==> config.mk <==
export PLATFORM = sky130hd
export DESIGN_NAME = dual_timing_regfile
export DESIGN_NICKNAME = d
export VERILOG_FILES = /design/src/rtl/dual_timing_regfile.sv
export SDC_FILE = /design/constraint.sdc
export NUM_CORES = 2
export LEC_CHECK = 0
export ABC_AREA = 1
export BUFFER_PORTS_ARGS = -buffer_cell sky130_fd_sc_hd__buf_2
export CAP_MARGIN = 20
export CELL_PAD_IN_SITES_DETAIL_PLACEMENT = 0
export CELL_PAD_IN_SITES_GLOBAL_PLACEMENT = 2
export CORE_ASPECT_RATIO = 2
export CORE_MARGIN = 3
export CORE_UTILIZATION = 39
export CTS_BUF_LIST = sky130_fd_sc_hd__clkbuf_8
export CTS_CLUSTER_SIZE = 24
export DETAILED_ROUTE_END_ITERATION = 8
export GPL_TIMING_DRIVEN = 0
export PLACE_DENSITY_LB_ADDON = 0.05
export SETUP_SLACK_MARGIN = 0.2
export SKIP_CTS_REPAIR_TIMING = 1
export SLEW_MARGIN = 20
export SYNTH_ARGS = -nofsm -noshare
export SYNTH_HDL_FRONTEND = slang
export SYNTH_SLANG_ARGS = --single-unit
==> constraint.sdc <==
create_clock -name clk -period 5.1 [get_ports clk]
set_clock_uncertainty 0.1 [all_clocks]
set_input_delay 0.51 -clock clk [delete_from_list [all_inputs] [get_ports clk]]
set_output_delay 0.51 -clock clk [all_outputs]
set_load 0.05 [all_outputs]
==> src/rtl/dual_timing_regfile.sv <==
module dual_timing_regfile #(
  parameter int DATA_W = 8,
  parameter int IDX_W  = 8,
  parameter logic [IDX_W-1:0] TIM_FIRST  = 8'h00,
  parameter logic [IDX_W-1:0] TIM_LAST   = 8'h18,
  parameter logic [IDX_W-1:0] CUR_FIRST  = 8'h46,
  parameter logic [IDX_W-1:0] CUR_LAST   = 8'h4F,
  parameter logic [IDX_W-1:0] SHR_FIRST  = 8'h30,
  parameter logic [IDX_W-1:0] SHR_LAST   = 8'h45,
  parameter logic [IDX_W-1:0] CUR_EN_IDX = 8'h45,
  parameter logic [DATA_W-1:0] STEER_RST = 8'h40,
  localparam int NTIM  = int'(TIM_LAST) - int'(TIM_FIRST) + 1,
  localparam int NCUR  = int'(CUR_LAST) - int'(CUR_FIRST) + 1,
  localparam int NPAIR = NTIM + NCUR,
  localparam int NSHR  = int'(SHR_LAST) - int'(SHR_FIRST) + 1
) (
  input  logic                    clk,
  input  logic                    rst_n,
  input  logic [1:0]              bus_sel,
  input  logic                    bus_we,
  input  logic [DATA_W-1:0]       bus_wdata,
  output logic [DATA_W-1:0]       bus_rdata,
  output logic [NPAIR*DATA_W-1:0] bank1_regs,
  output logic [NPAIR*DATA_W-1:0] bank2_regs,
  output logic [NSHR*DATA_W-1:0]  shared_regs,
  output logic                    cursor1_en,
  output logic                    cursor2_en
);
  localparam int PW  = $clog2(NPAIR);
  localparam int SW  = $clog2(NSHR);
  localparam int CEN = int'(CUR_EN_IDX) - int'(SHR_FIRST);
  localparam logic [1:0] SEL_IDX = 2'd0, SEL_DAT = 2'd1, SEL_STR = 2'd2;

  logic [IDX_W-1:0]  idx_q;
  logic [DATA_W-1:0] steer_q;
  logic [DATA_W-1:0] b1 [NPAIR];
  logic [DATA_W-1:0] b2 [NPAIR];
  logic [DATA_W-1:0] sh [NSHR];

  wire wr_idx = bus_we && bus_sel == SEL_IDX;
  wire wr_dat = bus_we && bus_sel == SEL_DAT;
  wire wr_str = bus_we && bus_sel == SEL_STR;

  wire tim_hit  = idx_q >= TIM_FIRST && idx_q <= TIM_LAST;
  wire cur_hit  = idx_q >= CUR_FIRST && idx_q <= CUR_LAST;
  wire shr_hit  = idx_q >= SHR_FIRST && idx_q <= SHR_LAST;
  wire pair_hit = tim_hit || cur_hit;

  wire [PW-1:0] pslot = tim_hit ? PW'(idx_q - TIM_FIRST)
                                : PW'(idx_q - CUR_FIRST) + PW'(NTIM);
  wire [SW-1:0] sslot = SW'(idx_q - SHR_FIRST);

  wire b1_we  = wr_dat && pair_hit && !steer_q[3];
  wire b2_we  = wr_dat && pair_hit && steer_q[2];
  wire sh_we  = wr_dat && shr_hit;
  wire rd_b2  = |steer_q[1:0];

  always_ff @(posedge clk) begin
    if (!rst_n) begin
      idx_q   <= '0;
      steer_q <= STEER_RST;
      for (int i = 0; i < NPAIR; i++) begin
        b1[i] <= '0;
        b2[i] <= '0;
      end
      for (int i = 0; i < NSHR; i++) sh[i] <= '0;
    end else begin
      if (wr_idx) idx_q <= bus_wdata[IDX_W-1:0];
      if (wr_str) steer_q <= bus_wdata;
      if (b1_we) b1[pslot] <= bus_wdata;
      if (b2_we) b2[pslot] <= bus_wdata;
      if (sh_we) sh[sslot] <= bus_wdata;
    end
  end

  logic [DATA_W-1:0] dat_rd;
  always_comb begin
    if (pair_hit)     dat_rd = rd_b2 ? b2[pslot] : b1[pslot];
    else if (shr_hit) dat_rd = sh[sslot];
    else              dat_rd = '0;
  end

  always_comb begin
    case (bus_sel)
      SEL_IDX: bus_rdata = DATA_W'(idx_q);
      SEL_DAT: bus_rdata = dat_rd;
      SEL_STR: bus_rdata = steer_q;
      default: bus_rdata = '0;
    endcase
  end

  for (genvar g = 0; g < NPAIR; g++) begin : g_pair
    assign bank1_regs[g*DATA_W +: DATA_W] = b1[g];
    assign bank2_regs[g*DATA_W +: DATA_W] = b2[g];
  end
  for (genvar g = 0; g < NSHR; g++) begin : g_shr
    assign shared_regs[g*DATA_W +: DATA_W] = sh[g];
  end

  assign cursor1_en = sh[CEN][0];
  assign cursor2_en = sh[CEN][2];

  a_r3_bank1_hold: assert property (@(posedge clk) disable iff (!rst_n)
    wr_dat && steer_q[3] |=> $stable(bank1_regs));
  a_r4_bank2_hold: assert property (@(posedge clk) disable iff (!rst_n)
    wr_dat && !steer_q[2] |=> $stable(bank2_regs));
  a_r7_shared_hold: assert property (@(posedge clk) disable iff (!rst_n)
    !(wr_dat && shr_hit) |=> $stable(shared_regs));
  a_r2_index_hold: assert property (@(posedge clk) disable iff (!rst_n)
    !wr_idx |=> $stable(idx_q));
  a_r8_unmapped_zero: assert property (@(posedge clk) disable iff (!rst_n)
    bus_sel == SEL_DAT && !pair_hit && !shr_hit |-> bus_rdata == '0);
endmodule

**After elaboration in Yosys (flattened, before gate mapping)**

Memories as Yosys holds them, arrays and structs flattened.
Cells that the tools add are included.

- Multiplexer cells: 24
- Reduce and logical (&&, ||, !) cells: 17
- Eq/ne operators: 2
- Magnitude comparators: 6
- $add $sub $neg: 3

Operators by type and width:

| kind | number |
|---|---|
| $mux W8 | 6 |
| $pmux W8 S3 | 1 |
| $reduce_or A8 Y1 | 3 |
| $mux W6 | 3 |
| $le A8 B7 Y1 const B | 2 |
| $mux W1 | 13 |
| $logic_and A1 B1 Y1 | 10 |
| $ge A8 B1 Y1 const B | 1 |
| $ge A8 B6 Y1 const B | 1 |
| $ge A8 B7 Y1 const B | 1 |
| $le A8 B5 Y1 const B | 1 |
| $add A6 B5 Y6 const B | 1 |
| $sub A6 B3 Y6 const B | 1 |
| $mux W5 | 1 |
| $sub A5 B5 Y5 const B | 1 |
| $eq A2 B1 Y1 const B | 1 |
| $eq A2 B2 Y1 const B | 1 |
| $logic_not A2 Y1 | 1 |
| $reduce_or A2 Y1 | 1 |
| $logic_not A1 Y1 | 1 |
| $logic_or A1 B1 Y1 | 1 |

- Register bits after elaboration: 16
- Input bits: 13
- Bits in writable memories: 736
- Memories kept: 3
- Logic and storage cells: 57

Memory list:

| name | depth | bits a word | read ports | clocked after memory_dff | write ports | line | source |
|---|---|---|---|---|---|---|---|
| b1 | 35 | 8 | 36 | 0 | 35 | 36 | `logic [DATA_W-1:0] b1 [NPAIR];` |
| b2 | 35 | 8 | 36 | 0 | 35 | 37 | `logic [DATA_W-1:0] b2 [NPAIR];` |
| sh | 22 | 8 | 23 | 0 | 22 | 38 | `logic [DATA_W-1:0] sh [NSHR];` |

**Longest topological paths before layout**

- Word-level depth: 10
- Gate-level depth with buffers: 25
- Gate-level depth less buffers: 19

**Worst setup path after synthesis**

Ideal clock, no wire load.

- Path kind: register to register
- From: register idx_q[0]
- To: memory b2[20][0], data pin
- Clock period less this slack: 4,522 ps
- Buffers on the path: 7
- Data required time: 4,857 ps
- Data arrival time: 4,279 ps
- Stages on the path, launching flop included: 20
- Setup slack: 578 ps
- Cells stage by stage: dfxtp_1 -> clkbuf_1 -> inv_1 -> clkbuf_1 -> clkbuf_1 -> clkbuf_1 -> ha_1 -> nand2_1 -> nand2_1 -> nand2_1 -> buf_4 -> o21ai_2 -> nand3_1 -> nor2_1 -> inv_1 -> buf_2 -> nor2_1 -> clkinv_1 -> clkbuf_1 -> nor2_1

RTL lines:

| element | line | source |
|---|---|---|
| start: declaration | 34 | `logic [IDX_W-1:0] idx_q;` |
| start signal: assignment | 68 | `if (wr_idx) idx_q <= bus_wdata[IDX_W-1:0];` |
| end: declaration | 37 |  |

**Final worst setup path**

- From: register idx_q[1]
- To: output port bus_rdata[1]

- Word-level cells in the longest chain between the ends: 7
- Elaborated cells on any way between the ends: 21

RTL lines:

| element | line | source |
|---|---|---|
| $sub A6 B3 Y6 (tied with other cells) | 50 | `: PW'(idx_q - CUR_FIRST) + PW'(NTIM);` |
| $add A6 B5 Y6 or $logic_and A1 B1 Y1 (tied branches) | 50, 44 |  |
| $mux W6 | 49 | `wire [PW-1:0] pslot = tim_hit ? PW'(idx_q - TIM_FIRST)` |
| $mem_v2 Z35 W8, on equally long branches | n/a |  |
| $mux W8 (2 in series) | 78 | `if (pair_hit) dat_rd = rd_b2 ? b2[pslot] : b1[pslot];` |
| $pmux W8 S3 (*) | 84 | `case (bus_sel)` |
| end: declaration | 22 | `output logic [DATA_W-1:0] bus_rdata,` |

Every way passes the cells marked *; elsewhere a longest branch is shown, timed or not.

==> flow_summary.toml <==
[outcome]
status = "finished, violations left"
violations = "capacitance limit, slew limit, setup timing"

[sta]
setup_viol_count_final = 8
setup_ws_ps = -282
rsz0062_at_grt = "yes"
worstMarginPinSlew_ps = 1500
fmax_mhz = 186
post-route-period-util_pct = 106
relSlewSlack_pct = -0.124
slew_violations = 20
hold_violations = 0
whs_ps = 192
fin_setup_tns_ps = -1550
fin_crit_ps = 5380

[route]
drt_iter0_drc = 6519
vias = 52800
wire_per_inst_um = 39.7
route.detailed.drc = 0
via_per_inst = 5.87
first_pass_iters = 6
ant_nets = 0
routed_wirelength_mm = 357

[die]
die-area_um2 = 151000
die_y_um = 546
start_util_pct = 39.4
floorplan.io_pins = 759
core_um2 = 144000
rows = 197
fp.dieW_um = 276

[global_route]
grt.total_usage_pct = 45.2
grt_use_met1_pct = 41.8
grtUsageMet3_pct = 17.1
antenna_found_initial = 25
grt.busiest_layer = "met2"
grt_max_degree = 32
grt_pass1_wl_mm = 451
grt_overflow_total = 0
grt_pass1_vias = 50300
use_met2_pct = 73.5

[final_layout]
multi_input_area_um2 = 19200
register_area_um2 = 38600
areaGrowthSynthToFinish_pct = 30.0
fillers = 13800
nets = 6947
drive_gt1_share_pct = 26.4

[place]
place_hpwl_mm = 274
place.gp.congestion = 1.04
port_buffers = 757
pre_cts_slack_ps = -3110

[setup_path]
cp_slowest_stage_delay_ps = 470
crit_start = "idx_q[1]"
worst_setup_path_end_kind = "output port"
critPathBufInv = 7
critPathMaxFanout = 10
rr_startpoint = "idx_q[1]"
critPathLaunchType = "flop"
cpLargestDelayFamily = "simple AND/OR/NAND/NOR gates"
cp.arrival_ps = 4770
critical_path_class = "flop to output port"
path_cells = "buf_8 > inv_6 > buf_12 > ha_4 > nand2_4 > nand2_8 > nand2_8 > nand2_8 > nand2_8 > buf_8 > buf_8 > buf_6 > nand2_1 > nand3_1 > nand3_1 > nand3_2 > nand3_2 > nand3_1 > nand3_2 > nand3_4 > nand2_4 > nand3_4 > buf_8"
crit_slowest_cell = "dfxtp_1"
critPathRequiredTime_ps = 4490

[synth]
synth_top_area_share_pct = 66.6
yosysMostFrequentCell = "edfxtp_1"
syn_area_um2 = 57000
synth_area_per_cell_um2 = 10.5
async_flop_share_pct = 0
synth_top_area_cell = "edfxtp_1"
synth_cells = 5401
synth_edf_count = 1264
ys_ff_latch = 1296
ys_warn_count = 0
ys.flop_type = "edfxtp_1"
ys_seq_area_share_pct = 67.8
synth_commonest_cells = "edfxtp_1, nand2_1, nand3_1"
netlist-cell-type-count = 39
synthTopCellsByArea = "edfxtp_1, nand3_1, nand2_1, nor2_1, or2_2"

[clocking]
htree_levels = 4
cts_buffers = 195
clkTransAtPathRegs_ps = 70
clock_sinks = 1296
clk_latency_ps = 930
cts_tree = "yes"
cts_root_buffer = "clkbuf_8"
cts_buffer_depth = 4

[power]
total_leakage_power_uw = 0.0303
peakVddDrop_uv = 214
power_density_nw_per_um2 = 375

[job]
cap_violations = 2

[worst_hold_path]
min-delay-start = "bus_we"
hp-class = "input pin to flop"
-- placed cells by master (no fill, tap or decap), drive strengths merged, types with 125 or more instances in the layout --
| cell | instances |
|---|---|
| buf | 1076 |
| o211ai | 125 |
| nor2 | 813 |
| edfxtp | 1264 |
| inv | 295 |
| clkbuf | 357 |
| nand2 | 1205 |
| conb | 448 |
| or2 | 162 |
| nand3 | 943 |
-- power by group --
group	switching (µW)	leakage, µW	total [µW]	internal, µW
logic	5130	0.0151	6940	1810
registers	269	0.0132	12300	12000
clock network	4470	0.00204	8540	4080
total	9860	0.0303	27800	17900
-- worst reg2reg max path: stages, from the launching register on --
cell and delay, ps:
dfxtp_1 470, buf_8 240, nand2_2 200, clkinv_2 250, o2111ai_1 200, o21ai_4 440, nand3_1 280, nor2_1 410
nand3_1 390, nor2_4 520, nand2_1 460, nand2_1 710, a21oi_1 170
-- kinds of logic after synthesis --
group                      share of synthesized area (%)
xor gates and xnor gates                          0.0308
DFF                                                 67.8
buffers and inverters                               4.38
AOI/OAI and AO/OA                                   3.85
adders and majority gates                          0.110
and+or+nand+nor                                     23.9
other                                            0.00658
-- state kept, by name, indices dropped and copies added, names as in the netlist --
register  flops
b2          512
idx_q         8
steer_q       8
b1          512
sh          256
-- per-layer routing --
metal | part of all wire [%] | up-vias
li1 | - | 21300
met4 | 14 | 12
met1 | 28 | 25600
met5 | 0.032 | -
met2 | 46 | 4301
met3 | 12 | 1503
-- metrics by stage --
| step | instances | utilization [%] | cell area [µm²] | power, µW |
|---|---|---|---|---|
| final | 8989 | 51.3 | 74000 | 27800 |
| after global routing | 8973 | 51.2 | 74000 | 28100 |
| after CTS | 8880 | 47.9 | 69200 | 26300 |
| after detailed placement | 8535 | 45.4 | 65600 | 18100 |
| after global placement | 8495 | 44.9 | 64800 | 18000 |
| after floorplan | 5848 | - | 58600 | 15200 |
-- worst paths after layout --
| path | end | slack, ps | depth (start not counted) |
|---|---|---|---|
| worst max-delay path | bus_rdata[1] | -280 | 23 |
| worst min-delay path | steer_q[6] | 190 | 5 |
| worst max register to register | b2[34][1] | 130 | 12 |
| worst min register to register | steer_q[6] | 400 | 2 |
-- cell type report --
class | instances | area share [%]
flip-flops and latches | 1296 | 52.1
multi-input cells | 3929 | 26.0
repair buffers | 882 | 7.44
plain buffers | 357 | 4.88
clock buffers | 202 | 3.76
well taps | 1890 | 3.19
inverters | 268 | 1.43
clock inverters | 143 | 1.10
diodes | 22 | 0.0744
No activity file was read; power rests on OpenSTA's default activity.
